`config.mk`:
```
export PLATFORM = sky130hd
export DESIGN_NAME = conf_prob_counter
export DESIGN_NICKNAME = d
export VERILOG_FILES = /design/src/rtl/conf_prob_pkg.sv /design/src/rtl/conf_lfsr.sv /design/src/rtl/conf_class_gate.sv /design/src/rtl/conf_cnt_bank.sv /design/src/rtl/conf_prob_counter.sv
export SDC_FILE = /design/constraint.sdc
export NUM_CORES = 1
export LEC_CHECK = 0
export CAP_MARGIN = 20
export CORE_MARGIN = 2
export CORE_UTILIZATION = 30
export CTS_CLUSTER_DIAMETER = 100
export DETAILED_ROUTE_END_ITERATION = 8
export MAX_ROUTING_LAYER = met4
export PLACE_DENSITY = 0.45
export SLEW_MARGIN = 20
export SYNTH_ARGS = -nofsm -noshare
export SYNTH_HDL_FRONTEND = slang
export SYNTH_SLANG_ARGS = --single-unit
```
`constraint.sdc`:
```
create_clock -name clk -period 6.3 [get_ports clk]
set_clock_uncertainty 0.15 [all_clocks]
set_input_delay 0.945 -clock clk [delete_from_list [all_inputs] [get_ports clk]]
set_output_delay 0.945 -clock clk [all_outputs]
set_load 0.02 [all_outputs]
```
`src/rtl/conf_prob_pkg.sv`:
```
package conf_prob_pkg;

  localparam int CLS_W = 3;
  localparam logic [15:0] LFSR16_TAPS = 16'hB400;

  typedef enum logic [CLS_W-1:0] {
    CLS_LLC_MISS   = 3'd0,
    CLS_LLC_HIT    = 3'd1,
    CLS_MID_HIT    = 3'd2,
    CLS_NEAR_HIT   = 3'd3,
    CLS_SLOW_ALU   = 3'd4,
    CLS_FAST_ALU   = 3'd5,
    CLS_BIG_STRIDE = 3'd6,
    CLS_SML_STRIDE = 3'd7
  } cls_e;

  // log2 of the inverse increment probability for each class
  function automatic int unsigned cls_shift(input logic [CLS_W-1:0] c);
    case (cls_e'(c))
      CLS_LLC_MISS:   return 0;
      CLS_LLC_HIT:    return 2;
      CLS_MID_HIT:    return 4;
      CLS_NEAR_HIT:   return 6;
      CLS_SLOW_ALU:   return 5;
      CLS_FAST_ALU:   return 7;
      CLS_BIG_STRIDE: return 1;
      default:        return 3;
    endcase
  endfunction

  function automatic int unsigned sat_up(input int unsigned v, input int unsigned lim);
    return (v >= lim) ? lim : v + 1;
  endfunction

  function automatic int unsigned sat_down(input int unsigned v, input int unsigned step);
    return (v > step) ? v - step : 0;
  endfunction

endpackage

```
`src/rtl/conf_lfsr.sv`:
```
module conf_lfsr #(
  parameter int W = 16,
  parameter logic [W-1:0] SEED = 16'hACE1,
  parameter logic [W-1:0] TAPS = 16'hB400
) (
  input  logic         clk,
  input  logic         rst_n,
  input  logic         step,
  output logic [W-1:0] state
);
  logic fb;
  assign fb = ^(state & TAPS);

  always_ff @(posedge clk) begin
    if (!rst_n)    state <= SEED;
    else if (step) state <= {state[W-2:0], fb};
  end
endmodule

```
`src/rtl/conf_class_gate.sv`:
```
module conf_class_gate
  import conf_prob_pkg::*;
#(
  parameter int LFSR_W = 16
) (
  input  logic [LFSR_W-1:0] rnd,
  input  logic [CLS_W-1:0]  cls,
  output logic              fire
);
  logic [LFSR_W-1:0] mask;
  always_comb begin
    mask = LFSR_W'((32'd1 << cls_shift(cls)) - 32'd1);
    fire = ((rnd & mask) == '0);
  end
endmodule

```
`src/rtl/conf_cnt_bank.sv`:
```
module conf_cnt_bank
  import conf_prob_pkg::*;
#(
  parameter int ENTRIES  = 16,
  parameter int CNT_W    = 5,
  parameter int DEC_STEP = 4,
  parameter int IDX_W    = $clog2(ENTRIES)
) (
  input  logic             clk,
  input  logic             rst_n,
  input  logic [IDX_W-1:0] wr_idx,
  input  logic             inc_fire,
  input  logic             dec_fire,
  input  logic             clr_fire,
  input  logic [IDX_W-1:0] rd_idx,
  output logic [CNT_W-1:0] rd_cnt
);
  localparam int unsigned CNT_MAX = (1 << CNT_W) - 1;

  logic [CNT_W-1:0] cnt_q [ENTRIES];
  logic [CNT_W-1:0] cur_val;
  logic [CNT_W-1:0] nxt_val;
  logic             any_wr;

  assign cur_val = cnt_q[wr_idx];
  assign any_wr  = inc_fire | dec_fire | clr_fire;

  always_comb begin
    if (inc_fire)      nxt_val = CNT_W'(sat_up(int'(cur_val), CNT_MAX));
    else if (dec_fire) nxt_val = CNT_W'(sat_down(int'(cur_val), DEC_STEP));
    else               nxt_val = '0;
  end

  for (genvar e = 0; e < ENTRIES; e++) begin : g_ent
    always_ff @(posedge clk) begin
      if (!rst_n)                                 cnt_q[e] <= '0;
      else if (any_wr && wr_idx == IDX_W'(e))     cnt_q[e] <= nxt_val;
    end
  end

  assign rd_cnt = cnt_q[rd_idx];
endmodule

```
`src/rtl/conf_prob_counter.sv`:
```
module conf_prob_counter
  import conf_prob_pkg::*;
#(
  parameter int ENTRIES  = 16,
  parameter int CNT_W    = 5,
  parameter int HI_LEVEL = 7,
  parameter int DEC_STEP = 4,
  parameter int LFSR_W   = 16,
  parameter logic [LFSR_W-1:0] SEED = 16'hACE1,
  parameter int IDX_W    = $clog2(ENTRIES)
) (
  input  logic             clk,
  input  logic             rst_n,
  input  logic             upd_valid,
  input  logic [IDX_W-1:0] upd_idx,
  input  logic             upd_hit,
  input  logic [CLS_W-1:0] upd_class,
  input  logic             upd_was_hi,
  input  logic [IDX_W-1:0] rd_idx,
  output logic [CNT_W-1:0] rd_cnt,
  output logic             rd_hi
);
  logic [LFSR_W-1:0] lfsr_q;
  logic              draw_fire;
  logic              inc_fire;
  logic              dec_fire;
  logic              clr_fire;

  conf_lfsr #(.W(LFSR_W), .SEED(SEED), .TAPS(LFSR_W'(LFSR16_TAPS))) u_lfsr (
    .clk(clk), .rst_n(rst_n), .step(upd_valid), .state(lfsr_q)
  );

  conf_class_gate #(.LFSR_W(LFSR_W)) u_gate (
    .rnd(lfsr_q), .cls(upd_class), .fire(draw_fire)
  );

  assign inc_fire = upd_valid & upd_hit & draw_fire;
  assign dec_fire = upd_valid & ~upd_hit & upd_was_hi;
  assign clr_fire = upd_valid & ~upd_hit & ~upd_was_hi;

  conf_cnt_bank #(.ENTRIES(ENTRIES), .CNT_W(CNT_W), .DEC_STEP(DEC_STEP), .IDX_W(IDX_W)) u_bank (
    .clk(clk), .rst_n(rst_n), .wr_idx(upd_idx),
    .inc_fire(inc_fire), .dec_fire(dec_fire), .clr_fire(clr_fire),
    .rd_idx(rd_idx), .rd_cnt(rd_cnt)
  );

  assign rd_hi = (rd_cnt >= CNT_W'(HI_LEVEL));
endmodule

```
After elaboration in Yosys (flattened, before gate mapping)
Memory sizes are Yosys's and may differ from the RTL's.
Index checks and enable logic that the tools add are counted.
W data, S select, Z words.
{"block": "classes", "order_cmp": 3, "n_shift": 1, "n_reduce_logical": 20, "n_addsub": 3, "muxes": 70, "bitwise_logic": 26, "eq_ne": 21}
{"op": "$mux W5", "n": 20}
{"op": "$mux W1", "n": 49}
{"op": "$eq A4 B4 Y1 const B", "n": 8}
{"op": "$pmux W3 S7", "n": 1}
{"op": "$or A1 B1 Y1", "n": 18}
{"op": "$and A16 B16 Y16", "n": 1}
{"op": "$eq A4 B3 Y1 const B", "n": 4}
{"op": "$logic_and A1 B1 Y1", "n": 16}
{"op": "$logic_not A16 Y1", "n": 1}
{"op": "$reduce_xor A16 Y1", "n": 1}
{"op": "$shl A1 B3 Y16 const A", "n": 1}
{"op": "$sub A16 B1 Y16 const B", "n": 1}
{"op": "$eq A3 B3 Y1 const B", "n": 3}
{"op": "$eq A4 B2 Y1 const B", "n": 2}
{"op": "$eq A3 B2 Y1 const B", "n": 2}
{"op": "$add A5 B1 Y5 const B", "n": 1}
{"op": "$and A1 B1 Y1", "n": 5}
{"op": "$ge A5 B3 Y1 const B", "n": 1}
{"op": "$ge A5 B5 Y1 const B", "n": 1}
{"op": "$gt A5 B3 Y1 const B", "n": 1}
{"op": "$sub A5 B3 Y5 const B", "n": 1}
{"op": "$eq A4 B1 Y1 const B", "n": 1}
{"op": "$logic_not A4 Y1", "n": 1}
{"op": "$eq A3 B1 Y1 const B", "n": 1}
{"op": "2 further kinds", "n": 3}
{"block": "word_totals", "ram_bits": 80, "mem_count": 1, "elab_cells": 146, "output_inout_bits": 6, "reg_bits": 16, "in_bits": 16}
{"name": "u_bank.cnt_q", "depth": 16, "width": 5, "read_ports": 2, "rd_clocked_by_memory_dff": 0, "write_ports": 16, "line": "conf_cnt_bank.sv:20", "text": "logic [CNT_W-1:0] cnt_q [ENTRIES];"}

Longest topological paths before layout
{"block": "depth", "ltp_word": 14, "depth_mapped": 16, "mapped_depth_nobuf": 12}

By module
From an unflattened synthesis, not the netlist that was laid out.
{"block": "hier_totals", "hier_cells": 471, "area_unflattened_um2": 5955.7}
{"mod": "conf_cnt_bank", "area_each_um2": 5012.3, "n_inst": 1, "seq_area_each_um2": 2402.3, "cells_each": 378}
{"mod": "conf_lfsr", "area_each_um2": 630.6, "n_inst": 1, "seq_area_each_um2": 320.3, "cells_each": 54}
{"mod": "conf_class_gate", "area_each_um2": 280.3, "n_inst": 1, "seq_area_each_um2": 0.0, "cells_each": 35}
{"mod": "conf_prob_counter", "area_each_um2": 32.5, "n_inst": 1, "seq_area_each_um2": 0.0, "cells_each": 4}

Worst setup path before layout
No wires, ideal clock.
{"block": "synth_path", "kind": "in2reg", "startpoint": "input port upd_class[2]", "endpoint": "memory u_bank.cnt_q[0][0], enable pin", "stages": 12, "setup_ps": 384, "arrival_ps": 3918, "path_slack_ps": 1848, "path_buffers": 2, "t_required_ps": 5766, "cell_sequence": "clkbuf_1 > nor2b_1 > and2_1 > inv_1 > ha_1 > nor2b_1 > a2111oi_0 > o2111ai_1 > a211oi_2 > clkbuf_1 > nor2_1 > o41ai_1"}
{"element": "start, declared", "line": "conf_prob_counter.sv:17", "text": "input logic [CLS_W-1:0] upd_class,"}
{"element": "end, declared", "line": "conf_cnt_bank.sv:20"}

==> flow_summary.toml <==
[power_and_ir_drop]
peakVddDrop_mv = 0.1157
swShare = 0.2645
p_per_area_mw_per_mm2 = 237.4
intPower_mw = 1.122
p_sw_mw = 0.4035
p_comb_frac = 0.153
power_mw = 1.526
clock_power_share = 0.369
seqPwrFrac = 0.479
power_leakage_nw = 2.097

[clock_network]
path_clk_slew_ns = 0.07
clkSinkCount = 96
clock_path_buffers = 2
htreeDepth = 3
tritoncts = "done"
numCtsBuffers = 9
postCtsSetupBuffers = 0
hold_buffers = 0
worstSkewPairLatency_ns = 0.35
cts.repair.resized = 0
root_buffer = "clkbuf_16"

[route]
routed_wl_mm = 16.21
drt-initial-drc-count = 337
drc = 0
vias = 3999
dr.pass1.iters = 5
wire_per_inst_um = 23.16
ant_nets = 0
via_per_inst = 5.713

[grt]
first_global_vias = 3878
overflow = 0
grt_first_pass_wirelength_mm = 24.63
antenna_found_initial = 0
grt_util_all_layers = 0.1725
grt_max_degree = 35

[sta]
period_needed_ns = 5.270
worst_pin_slew_ns = 0.9005
finalHoldViolCount = 0
max_freq_ghz = 0.1898
drv_slew = 0
tns_ns = 0
min_period_over_period = 0.8365
relSlewSlack = 0.3841
setup_viol = 0
rsz0062_at_grt = "false"

[floorplan]
rows = 50
dieArea_mm2 = 0.02007
top_level_ports = 22
start_util = 0.3050
die_y_um = 141.7
core_area_mm2 = 0.01864
die_w_um = 141.7

[synthesis]
synth_nets = 471
syn_inst = 447
synth_commonest_cells = "edfxtp_1 (80), a21oi_1 (49), mux4_2 (43)"
ys_warn_count = 0
synth_area_leader_cell = "edfxtp_1"
yosysMostFrequentCell = "edfxtp_1"
ys_seq_area_frac = 0.4788
synth_top_area_share = 0.4224
syn_area_mm2 = 0.005687
synthSimpleGateAreaFrac = 0.09021
synth.area.top_cells = "edfxtp_1 (42%), mux4_2 (17%), dfxtp_1 (5.6%)"
synth-main-ff-cell = "edfxtp_1"
syn_avg_cell_area_um2 = 12.72
synth_seq_cells = 96
ys_async_sr_fraction = 0
synth_compound_area_frac = 0.1452
synth-xor-area-share = 0.009241
yosysUniqueCellTypes = 54
synth_adder_area_share = 0.01760
synth_mux_area_frac = 0.2097
synth_edf_count = 80
synth_top_family_by_area = "multiplexers"

[critical_path]
ff2ff_setup_slack_ns = 2.13
worstPathArrival_ns = 5.19
cp.required_ns = 6.22
worst_setup_path_end_kind = "flop"
crit_fanout = 16
critPathLaunchType = "input port"
crit_type = "input port to flop"

[placed_design]
gp_congestion = 0.8360
dp_hpwl_mm = 11.54
numPortBuffers = 21

[layout]
syn_to_final_growth_pct = 13.03
num-fill-cells = 1794
fin_nets = 485
diodes = 0
drive_gt1_frac = 0.2167

[outcome]
status = "finished, final reports clean"

[flow_run]
drv_cap = 0

[hold_path]
hold_path_class = "flop to flop"
-- stage by stage --
| step | instances | utilization | setup slack [ns] | cell area [um^2] | hold WS [ns] |
|---|---|---|---|---|---|
| floorplan | 447 | - | 1.848 | 5687 | 0.2913 |
| global placement | 684 | 0.3290 | 0.7291 | 6133 | 0.3080 |
| detailed placement | 684 | 0.3290 | 0.6813 | 6133 | 0.3085 |
| CTS | 700 | 0.3448 | 1.030 | 6427 | 0.3267 |
| global route | 700 | 0.3448 | 0.7685 | 6427 | 0.3620 |
| finish | 700 | 0.3448 | 1.030 | 6427 | 0.3227 |
-- final timing paths --
check                           depth (start not counted)                start                 end
worst min register to register                          2     u_lfsr.state[11]    u_lfsr.state[11]
worst max-delay path                                   13           upd_idx[1]  u_bank.cnt_q[6][2]
worst max register to register                         12  u_bank.cnt_q[14][2]  u_bank.cnt_q[6][2]
worst min-delay path                                    2     u_lfsr.state[11]    u_lfsr.state[11]
-- logic make-up after synthesis --
| logic type | count (synthesis) |
|---|---|
| mux | 62 |
| simple gates | 100 |
| fa+ha+maj | 8 |
| compound gates | 119 |
| buf+inv | 56 |
| xor+xnor | 6 |
| flops | 96 |
-- power by group through the flow --
stage | Combinational, mW | Clock [mW] | Sequential [mW]
after floorplan | 0.162 | 0 | 0.737
after global placement | 0.232 | 0 | 0.744
after detailed placement | 0.234 | 0 | 0.745
after CTS | 0.234 | 0.568 | 0.731
after global routing | 0.251 | 0.591 | 0.734
final | 0.233 | 0.562 | 0.731
-- cell usage in the layout (no fill, tap or decap), types with 8 or more instances in the layout --
cell type / instances
o21ai_0: 16
clkdlybuf4s50_1: 20
a21oi_1: 49
mux4_2: 43
nor2_2: 11
inv_1: 13
nand2_1: 22
clkbuf_16: 9
ha_1: 8
mux2i_1: 16
buf_4: 23
nor2_1: 26
nor2b_1: 16
o2111ai_1: 17
dfxtp_1: 16
edfxtp_1: 80
-- final cells by class --
cell class	count	area [um^2]	area share
clock buffers	9	225.2	0.03504
clock inverters	7	68.82	0.01071
inverters	15	56.30	0.008760
multi-input cells	295	2684	0.4176
flip-flops and latches	96	2723	0.4236
well taps	234	292.8	0.04555
repair buffers	44	377.9	0.05879
-- per-layer routing --
layer,track usage,part of all wire
met5,-,0
met2,0.2660,0.48
met3,0.02835,0.047
met4,0.04684,0.014
met1,0.2374,0.46
-- state kept, by name, summed over array words and instances, names as in the netlist --
register      cells
u_lfsr.state     16
u_bank.cnt_q     80
-- critical path, stage by stage --
cell and delay (ns):
clkdlybuf4s50_1 0.98, mux4_2 0.45, a22oi_2 0.30, and3_1 0.36, inv_2 0.11, ha_1 0.18, and2_1 0.15, ha_1 0.21
nor2_1 0.09, nand4_1 0.10, a2111oi_0 0.42, a2111o_1 0.75, nor2_1 0.12
Note: power is estimated with default switching activity, not from simulation.
